## src/rtl/rtc_pkg.sv

```systemverilog
package rtc_pkg;

  localparam int          N_FIELDS     = 6;
  localparam int          FIELD_STRIDE = 4;
  localparam logic [7:0]  OFF_TIME     = 8'h00;
  localparam logic [7:0]  OFF_WDAY     = 8'h18;
  localparam logic [7:0]  OFF_ALM      = 8'h20;
  localparam logic [7:0]  OFF_CTRL     = 8'h40;
  localparam logic [7:0]  OFF_STAT     = 8'h44;
  localparam logic [7:0]  OFF_IE       = 8'h48;
  localparam int          CTRL_RUN_BIT = 0;
  localparam int          STAT_BSY_BIT = 0;
  localparam int          STAT_ALM_BIT = 6;
  localparam int          IE_ALM_BIT   = 3;

  // field index order: 0 sec, 1 min, 2 hour, 3 day, 4 month, 5 year
  function automatic logic [7:0] field_addr(input logic [7:0] base, input int idx);
    return base + 8'(idx * FIELD_STRIDE);
  endfunction

  function automatic logic [7:0] bcd_inc(input logic [7:0] v);
    if (v[3:0] >= 4'd9) return {v[7:4] + 4'd1, 4'd0};
    else                return v + 8'd1;
  endfunction

  // year is a BCD offset from 2000; leap when the two-digit value is a multiple of 4
  function automatic logic leap_year(input logic [7:0] yr);
    if (!yr[4]) return (yr[3:0] == 4'd0) || (yr[3:0] == 4'd4) || (yr[3:0] == 4'd8);
    else        return (yr[3:0] == 4'd2) || (yr[3:0] == 4'd6);
  endfunction

  function automatic logic [7:0] month_len(input logic [7:0] mon, input logic [7:0] yr);
    case (mon)
      8'h02:                      return leap_year(yr) ? 8'h29 : 8'h28;
      8'h04, 8'h06, 8'h09, 8'h11: return 8'h30;
      default:                    return 8'h31;
    endcase
  endfunction

endpackage

```

## src/rtl/rtc_prescale.sv

```systemverilog
module rtc_prescale #(
  parameter int TICKS_PER_SEC = 32768
) (
  input  logic clk,
  input  logic rst,
  input  logic run,
  input  logic tick,
  output logic busy,
  output logic step
);
  localparam int            CW   = $clog2(TICKS_PER_SEC);
  localparam logic [CW-1:0] LAST = CW'(TICKS_PER_SEC - 1);
  localparam logic [CW-1:0] PRE  = CW'(TICKS_PER_SEC - 2);

  logic [CW-1:0] cnt;

  assign step = run && tick && (cnt == LAST);

  always_ff @(posedge clk) begin
    if (rst || !run) begin
      cnt  <= '0;
      busy <= 1'b0;
    end else if (tick) begin
      if (cnt == LAST) begin
        cnt  <= '0;
        busy <= 1'b0;
      end else begin
        cnt  <= cnt + 1'b1;
        busy <= (cnt == PRE);
      end
    end
  end
endmodule

```

## src/rtl/rtc_calendar.sv

```systemverilog
module rtc_calendar
  import rtc_pkg::*;
(
  input  logic                     clk,
  input  logic                     rst,
  input  logic                     step,
  input  logic                     wr_en,
  input  logic [7:0]               addr,
  input  logic [7:0]               wdata,
  output logic [N_FIELDS-1:0][7:0] tnow,
  output logic [3:0]               wday,
  output logic                     updated
);
  logic [N_FIELDS-1:0][7:0] tnext;
  logic [N_FIELDS-1:0]      wsel;
  logic [3:0]               wday_next;
  logic c_min, c_hr, c_day, c_mon, c_yr;

  always_comb begin
    c_min = step  && (tnow[0] >= 8'h59);
    c_hr  = c_min && (tnow[1] >= 8'h59);
    c_day = c_hr  && (tnow[2] >= 8'h23);
    c_mon = c_day && (tnow[3] >= month_len(tnow[4], tnow[5]));
    c_yr  = c_mon && (tnow[4] >= 8'h12);

    tnext[0] = step  ? (c_min ? 8'h00 : bcd_inc(tnow[0])) : tnow[0];
    tnext[1] = c_min ? (c_hr  ? 8'h00 : bcd_inc(tnow[1])) : tnow[1];
    tnext[2] = c_hr  ? (c_day ? 8'h00 : bcd_inc(tnow[2])) : tnow[2];
    tnext[3] = c_day ? (c_mon ? 8'h01 : bcd_inc(tnow[3])) : tnow[3];
    tnext[4] = c_mon ? (c_yr  ? 8'h01 : bcd_inc(tnow[4])) : tnow[4];
    tnext[5] = c_yr  ? ((tnow[5] >= 8'h99) ? 8'h00 : bcd_inc(tnow[5])) : tnow[5];
    wday_next = c_day ? ((wday >= 4'd6) ? 4'd0 : wday + 4'd1) : wday;
  end

  for (genvar i = 0; i < N_FIELDS; i++) begin : g_field
    localparam logic [7:0] RST_VAL = (i == 3 || i == 4) ? 8'h01 : 8'h00;
    assign wsel[i] = wr_en && (addr == field_addr(OFF_TIME, i));
    always_ff @(posedge clk) begin
      if (rst)          tnow[i] <= RST_VAL;
      else if (wsel[i]) tnow[i] <= wdata;
      else              tnow[i] <= tnext[i];
    end
  end

  always_ff @(posedge clk) begin
    if (rst) begin
      wday    <= 4'd0;
      updated <= 1'b0;
    end else begin
      updated <= step;
      if (wr_en && addr == OFF_WDAY) wday <= wdata[3:0];
      else                           wday <= wday_next;
    end
  end
endmodule

```

## src/rtl/rtc_alarm.sv

```systemverilog
module rtc_alarm
  import rtc_pkg::*;
(
  input  logic                     clk,
  input  logic                     rst,
  input  logic                     wr_en,
  input  logic [7:0]               addr,
  input  logic [7:0]               wdata,
  input  logic [N_FIELDS-1:0][7:0] tnow,
  input  logic                     updated,
  input  logic                     ie,
  output logic [N_FIELDS-1:0][7:0] alm,
  output logic                     flag,
  output logic                     irq
);
  logic [N_FIELDS-1:0] eq;
  logic                clr;

  for (genvar i = 0; i < N_FIELDS; i++) begin : g_alm
    assign eq[i] = (alm[i] == tnow[i]);
    always_ff @(posedge clk) begin
      if (rst)                                          alm[i] <= 8'h00;
      else if (wr_en && addr == field_addr(OFF_ALM, i)) alm[i] <= wdata;
    end
  end

  assign clr = wr_en && (addr == OFF_STAT) && wdata[STAT_ALM_BIT];

  always_ff @(posedge clk) begin
    if (rst) begin
      flag <= 1'b0;
      irq  <= 1'b0;
    end else begin
      irq <= flag && ie;
      if (updated && (&eq)) flag <= 1'b1;
      else if (clr)         flag <= 1'b0;
    end
  end
endmodule

```

## src/rtl/bcd_rtc.sv

```systemverilog
module bcd_rtc
  import rtc_pkg::*;
#(
  parameter int TICKS_PER_SEC = 32768
) (
  input  logic       clk,
  input  logic       rst,
  input  logic       tick,
  input  logic       wr_en,
  input  logic [7:0] addr,
  input  logic [7:0] wdata,
  output logic [7:0] rdata,
  output logic       irq
);
  logic                     run_q, ie_q, busy, step, updated, alarm_flag;
  logic [N_FIELDS-1:0][7:0] tnow, alm;
  logic [3:0]               wday;
  logic [7:0]               sec_byte, rd_next;

  assign sec_byte = tnow[0];

  rtc_prescale #(.TICKS_PER_SEC(TICKS_PER_SEC)) u_pre (
    .clk(clk), .rst(rst), .run(run_q), .tick(tick), .busy(busy), .step(step)
  );

  rtc_calendar u_cal (
    .clk(clk), .rst(rst), .step(step), .wr_en(wr_en), .addr(addr), .wdata(wdata),
    .tnow(tnow), .wday(wday), .updated(updated)
  );

  rtc_alarm u_alm (
    .clk(clk), .rst(rst), .wr_en(wr_en), .addr(addr), .wdata(wdata), .tnow(tnow),
    .updated(updated), .ie(ie_q), .alm(alm), .flag(alarm_flag), .irq(irq)
  );

  always_ff @(posedge clk) begin
    if (rst) begin
      run_q <= 1'b0;
      ie_q  <= 1'b0;
    end else if (wr_en) begin
      if (addr == OFF_CTRL) run_q <= wdata[CTRL_RUN_BIT];
      if (addr == OFF_IE)   ie_q  <= wdata[IE_ALM_BIT];
    end
  end

  always_comb begin
    rd_next = 8'h00;
    for (int i = 0; i < N_FIELDS; i++) begin
      if (addr == field_addr(OFF_TIME, i)) rd_next = tnow[i];
      if (addr == field_addr(OFF_ALM, i))  rd_next = alm[i];
    end
    if (addr == OFF_WDAY) rd_next = {4'h0, wday};
    if (addr == OFF_CTRL) rd_next[CTRL_RUN_BIT] = run_q;
    if (addr == OFF_STAT) begin
      rd_next[STAT_BSY_BIT] = busy;
      rd_next[STAT_ALM_BIT] = alarm_flag;
    end
    if (addr == OFF_IE) rd_next[IE_ALM_BIT] = ie_q;
  end

  always_ff @(posedge clk) begin
    if (rst) rdata <= 8'h00;
    else     rdata <= rd_next;
  end
endmodule

```

## config.mk

```make
export PLATFORM = sky130hd
export DESIGN_NAME = bcd_rtc
export DESIGN_NICKNAME = d
export VERILOG_FILES = /design/src/rtl/rtc_pkg.sv /design/src/rtl/rtc_prescale.sv /design/src/rtl/rtc_calendar.sv /design/src/rtl/rtc_alarm.sv /design/src/rtl/bcd_rtc.sv
export SDC_FILE = /design/constraint.sdc
export NUM_CORES = 1
export LEC_CHECK = 0
export ABC_CLOCK_PERIOD_IN_PS = 4550
export BUFFER_PORTS_ARGS = -buffer_cell sky130_fd_sc_hd__buf_2
export CORE_MARGIN = 4
export CORE_UTILIZATION = 40
export DETAILED_ROUTE_END_ITERATION = 8
export PLACE_DENSITY = 0.67
export SYNTH_ARGS = -nofsm -noshare
export SYNTH_HDL_FRONTEND = slang
export SYNTH_SLANG_ARGS = --single-unit
```

## constraint.sdc

```tcl
create_clock -name clk -period 4.55 [get_ports clk]
set_clock_uncertainty 0.05 [all_clocks]
set_input_delay 0.91 -clock clk [delete_from_list [all_inputs] [get_ports clk]]
set_output_delay 0.91 -clock clk [all_outputs]
set_load 0.02 [all_outputs]
```

# Word-level counts from Yosys, hierarchy flattened
# Cells that the tools add are included.
# Widths: inputs -> output; s select.
dict set report totals {
  wordCells 177
  ff_bits 129
  output_inout_bits 9
}
dict set report classes {
  addsub 14
  eq_ne 32
  n_reduce_logical 44
  magnitude_cmp 13
  n_mux 52
}
# cell count
set ops {}
lappend ops {{$mux 8} 36}
lappend ops {{$add 8x1->8 const B} 6}
lappend ops {{$eq 8x6->1 const B} 6}
lappend ops {{$eq 8x8->1} 6}
lappend ops {{$eq 8x5->1 const B} 4}
lappend ops {{$eq 15x15->1 const B} 2}
lappend ops {{$add 4x1->4 const B} 7}
lappend ops {{$eq 8x3->1 const B} 3}
lappend ops {{$eq 8x4->1 const B} 3}
lappend ops {{$eq 8x7->1 const B} 3}
lappend ops {{$ge 4x4->1 const B} 6}
lappend ops {{$logic_and 1x1->1} 24}
lappend ops {{$ge 8x7->1 const B} 2}
lappend ops {{$pmux 8 s2} 1}
lappend ops {{$reduce_bool 2->1} 8}
lappend ops {{$add 15x1->15 const B} 1}
lappend ops {{$mux 15} 1}
lappend ops {{$mux 4} 3}
lappend ops {{$mux 1} 10}
lappend ops {{$eq 4x3->1 const B} 2}
lappend ops {{$eq 8x2->1 const B} 1}
lappend ops {{$ge 8x5->1 const B} 1}
lappend ops {{$ge 8x6->1 const B} 1}
lappend ops {{$ge 8x8->1} 1}
lappend ops {{other kinds (13)} 17}

# Longest topological paths before layout
dict set report logic_depth {
  word_depth 16
  ltp_mapped 14
  depth_no_buf 13
}

# Hierarchy
# Synthesis repeated with hierarchy kept, for this count alone.
dict set report unflattened {
  hier_cells 1019
  area_unflattened_um2 8548.2
}
# mod cells_per_inst area_each_um2 seq_area_each_um2 n_inst
set by_module_without_submodules {}
lappend by_module_without_submodules {rtc_calendar 472 3796.1 1061.0 1}
lappend by_module_without_submodules {rtc_alarm 236 2376.0 1001.0 1}
lappend by_module_without_submodules {bcd_rtc 220 1605.3 200.2 1}
lappend by_module_without_submodules {rtc_prescale 91 770.7 320.3 1}

# Worst setup path before layout
# OpenSTA, ideal clock, no wires.
dict set report synth_path {
  kind {register -> register}
  from {register u_cal.tnow[36] (netlist bit)}
  to {register u_cal.tnow[28] (netlist bit)}
  arrival_ns 2.822
  t_required_ns 4.426
  path_buffers 0
  slack_ns 1.604
  setup_time_ns 0.074
  synth_period_minus_slack_ns 2.946
  stages_incl_launch_ff 13
  cell_sequence {dfxtp_1 inv_1 ha_1 mux2_2 nand2_1 o21ai_0 a31oi_1 ha_1 or4b_1 nand4_1 nand2_1 or4_1 a31oi_1}
}
dict set report synth_between {
  elab_chain_len 8
  elab_cells_between_ends 12
}
# element line
set synth_lines {}
lappend synth_lines {{start, declared} rtc_calendar.sv:10} ;# output logic [N_FIELDS-1:0][7:0] tnow,
lappend synth_lines {{start signal, assigned by index} rtc_calendar.sv:40} ;# else if (wsel[i]) tnow[i] <= wdata;
lappend synth_lines {{start signal, assigned by index} rtc_calendar.sv:41} ;# else tnow[i] <= tnext[i];
lappend synth_lines {{$eq 8x3->1 (tied with other cells)} rtc_pkg.sv:33} ;# case (mon)
lappend synth_lines {{$reduce_or 4->1} rtc_pkg.sv:33}
lappend synth_lines {{$pmux 8 s2 *} rtc_pkg.sv:33}
lappend synth_lines {{$ge 8x8->1 *} rtc_calendar.sv:23} ;# c_mon = c_day && (tnow[3] >= month_len(tnow[4], tnow[5]));
lappend synth_lines {{$logic_and 1x1->1 *} rtc_calendar.sv:23}
lappend synth_lines {{$mux 8 * (2 in series)} rtc_calendar.sv:29} ;# tnext[3] = c_day ? (c_mon ? 8'h01 : bcd_inc(tnow[3])) : tnow[3];
lappend synth_lines {{$mux 8 *} rtc_calendar.sv:40}
# Every way passes the cells marked *; elsewhere a longest branch is shown, timed or not. The select of a mux whose other input is x is not followed.
# A chain may end at the register's enable or synchronous reset.

# Worst setup path after layout
dict set report layout_path {
  from {register u_cal.tnow[37] (netlist bit)}
  to {register u_cal.tnow[42] (netlist bit)}
}
dict set report layout_between {
  elab_chain_len 7
  elab_cells_between_ends 12
}
# element line
set layout_lines {}
lappend layout_lines {{$eq 8x3->1 (tied with other cells)} rtc_pkg.sv:33}
lappend layout_lines {{$reduce_or 4->1} rtc_pkg.sv:33}
lappend layout_lines {{$pmux 8 s2} rtc_pkg.sv:33}
lappend layout_lines {{$ge 8x8->1} rtc_calendar.sv:23}
lappend layout_lines {{$logic_and 1x1->1} rtc_calendar.sv:23}
lappend layout_lines {{$logic_and 1x1->1 *} rtc_calendar.sv:24} ;# c_yr = c_mon && (tnow[4] >= 8'h12);
lappend layout_lines {{$reduce_bool 2->1 (no line) *} --}
# Every way passes the cells marked *; elsewhere a longest branch is shown, timed or not.

==> impl_results.md <==
- Iter 0 DRT Violations: 1119
- CTS H-tree lvls: 4
- Area share of the largest cell type after synthesis: 0.312
- Layout cell share with drive strength beyond 1: 0.0971
- Synthesized flop and latch total: 129
- Peak VDD IR: 0.000194 V
- Global-route wire length before repair: 43800 um
- Count of cell types in the netlist: 82
- CTS tree: yes
- Sequential fraction of the synthesis area: 0.312
- Req. time, crit path: 4.82 ns
- Rows: 52
- Worst Path Max Fanout: 12
- Die area: 23000 um2
- HP Class: reg -> reg
- Worst-Skew Late Latency: 0.43 ns
- Kind of critical path: reg -> reg
- Clock root buffer master: clkbuf_16
- CTS clk-pin slew, worst paths: 0.06 ns
- Slew margin rel.: 0.372
- Io pins: 29
- Final min period: 3.58 ns
- WP data arrival: 3.85 ns
- Initial antenna violation count: 0
- Via count: 8220
- Die Span X: 152 um
- Post-DP HPWL: 20700 um
- Status: complete, no violations
- Synth Area per Inst: 7.84 um2
- Gr ovfl total: 0
- Leak: 0.00335 uW
- Async SR Flop Fraction: 0
- RSZ-0062 raised after global routing: false
- Max Clk Rate: 279 MHz
- Nets@finish: 1108
- Slew @ Worst Pin: 0.934 ns
- Cts hold-fix bufs: 0
- Antenna viol nets, final: 0
- Main synth FF type: dfxtp_1
- Mapped Nets: 1114
- Synth warnings: 0
- Post-Layout Cell Count: 1331
- Final instance area: 9160 um2
- Number of synthesized flops with an enable pin: 0
- Fin. max-slew vios: 0
- Top cells by count, synth: 134 x nand2_1, 129 x dfxtp_1, 103 x nor2_1
- Clock Path Buffers: 2
- Antenna Cells: 0
- Total CTS buffers: 17
- Crit start category: flip-flop
- Setup bufs post-CTS: 0
- Final period utilization: 0.787
- Layout area overhead: 10.8%
- Cell Area, Synth: 8270 um2
- Placer congestion estimate: 1.05
- DRT Pass-1 Iters: 8
- Most frequent cell after synthesis: nand2_1
- Routed len/inst: 21.7 um
- Setup crit end kind: flip-flop
- Area contributors post-synth: dfxtp_1 31%, nand2_1 6.1%, ha_1 6.1%, nor2_1 4.7%, a21oi_1 4.7%
- IO Port Bufs: 28
- CORE AREA: 20300 um2
- Yosys top cell by area: dfxtp_1
- Endpoints failing setup: 0
- Clock sinks: 129
- Placed Area: 8560 um2
- Setup_tns: 0 ns
- CTS resizes: 0
- Total Routed Length: 28900 um
- Vias in the first global route: 7500
- Initial Util: 0.407
- Via density: 6.18
- Post-route DRC violation count: 0
- Die height: 152 um
- PD cells: 298 nW/um2
- Cells after Synth: 1054
- Largest net degree at the start of global routing: 57
- Placed cell count: 1299
- MaxCap Viol Count: 0
- Hold Violations, Final: 0
- GRT Total Usage: 0.250
==> final timing paths <==
| kind | from | to | slack (ns) | cells past startpoint |
|---|---|---|---|---|
| worst min register to register | u_pre.cnt[14] | u_pre.cnt[14] | 0.42 | 2 |
| worst min-delay path | u_pre.cnt[14] | u_pre.cnt[14] | 0.42 | 2 |
| worst max-delay path | u_cal.tnow[37] | u_cal.tnow[42] | 0.97 | 13 |
| worst max register to register | u_cal.tnow[37] | u_cal.tnow[42] | 0.97 | 13 |
==> layout by cell type, fill, tap and decap left out, types with 20 or more instances in the layout <==
master	n
a21oi_1	77
buf_2	27
dfxtp_1	129
ha_1	40
inv_1	39
mux2i_1	33
nand2_1	134
nand3_1	65
nand4_1	20
nor2_1	103
nor3_1	23
o21ai_0	31
xnor2_1	37
==> critical path: stages (launching register included) <==
cell and delay [ns]:
dfxtp_1 0.36, inv_1 0.15, ha_1 0.19, nor2b_1 0.18, nand4b_1 0.22, nor3_1 0.27
a31oi_1 0.09, ha_1 0.29, or4b_1 0.10, nand4_1 0.17, a21oi_1 0.36, nand4_4 0.23
or4_1 0.54, a311oi_1 0.29
==> flip-flops by register name, indices dropped and copies added, names as in the netlist <==
register,cells
u_alm.irq,1
u_pre.cnt,15
rdata,8
u_cal.updated,1
u_pre.busy,1
u_alm.alm,48
u_cal.tnow,48
ie_q,1
u_alm.flag,1
run_q,1
u_cal.wday,4
==> metal layers <==
metal | track usage | part of all wire | wire [um] | up-vias
li1 | - | - | - | 3813
met1 | 0.342 | 0.43 | 12400 | 3911
met2 | 0.385 | 0.44 | 12800 | 410
met3 | 0.0464 | 0.084 | 2420 | 86
met4 | 0.112 | 0.041 | 1190 | 0
met5 | 0 | 0 | 0 | -
==> metrics by stage <==
| step | power [uW] | worst slack, ns | util | hold slack (ns) |
|---|---|---|---|---|
| 2_1_floorplan | 1290 | 1.60 | - | 0.379 |
| 4_1_cts | 2740 | 1.05 | 0.451 | 0.427 |
| 6_report | 2730 | 0.970 | 0.451 | 0.419 |
| 3_5_place_dp | 1360 | 1.07 | 0.422 | 0.410 |
| 5_1_grt | 2800 | 0.706 | 0.451 | 0.460 |
| 3_3_place_gp | 1360 | 1.05 | 0.422 | 0.406 |
==> power by group <==
group / switching (uW) / leakage, uW / internal, uW
registers: 17.0 / 0.00104 / 1140
clock network: 540 / 0.000288 / 850
logic: 133 / 0.00202 / 55.1
total: 690 / 0.00335 / 2040
==> kinds of logic after synthesis <==
kind of cell | count (synthesis) | synth area share
flops | 129 | 0.312
mux | 40 | 0.0536
buf+inv | 106 | 0.0530
simple gates | 439 | 0.263
xor+xnor | 55 | 0.0583
compound gates | 245 | 0.199
fa+ha+maj | 40 | 0.0605
==> area by class of cell <==
type,instances,area [um2]
inverter,41,154
clock buffer,20,467
multi-input combinational,819,5250
clock inverter,12,133
sequential,129,2580
tap,270,338
timing repair buffer,40,233
fill,2041,11100
No activity file was read; power rests on OpenSTA's default activity.
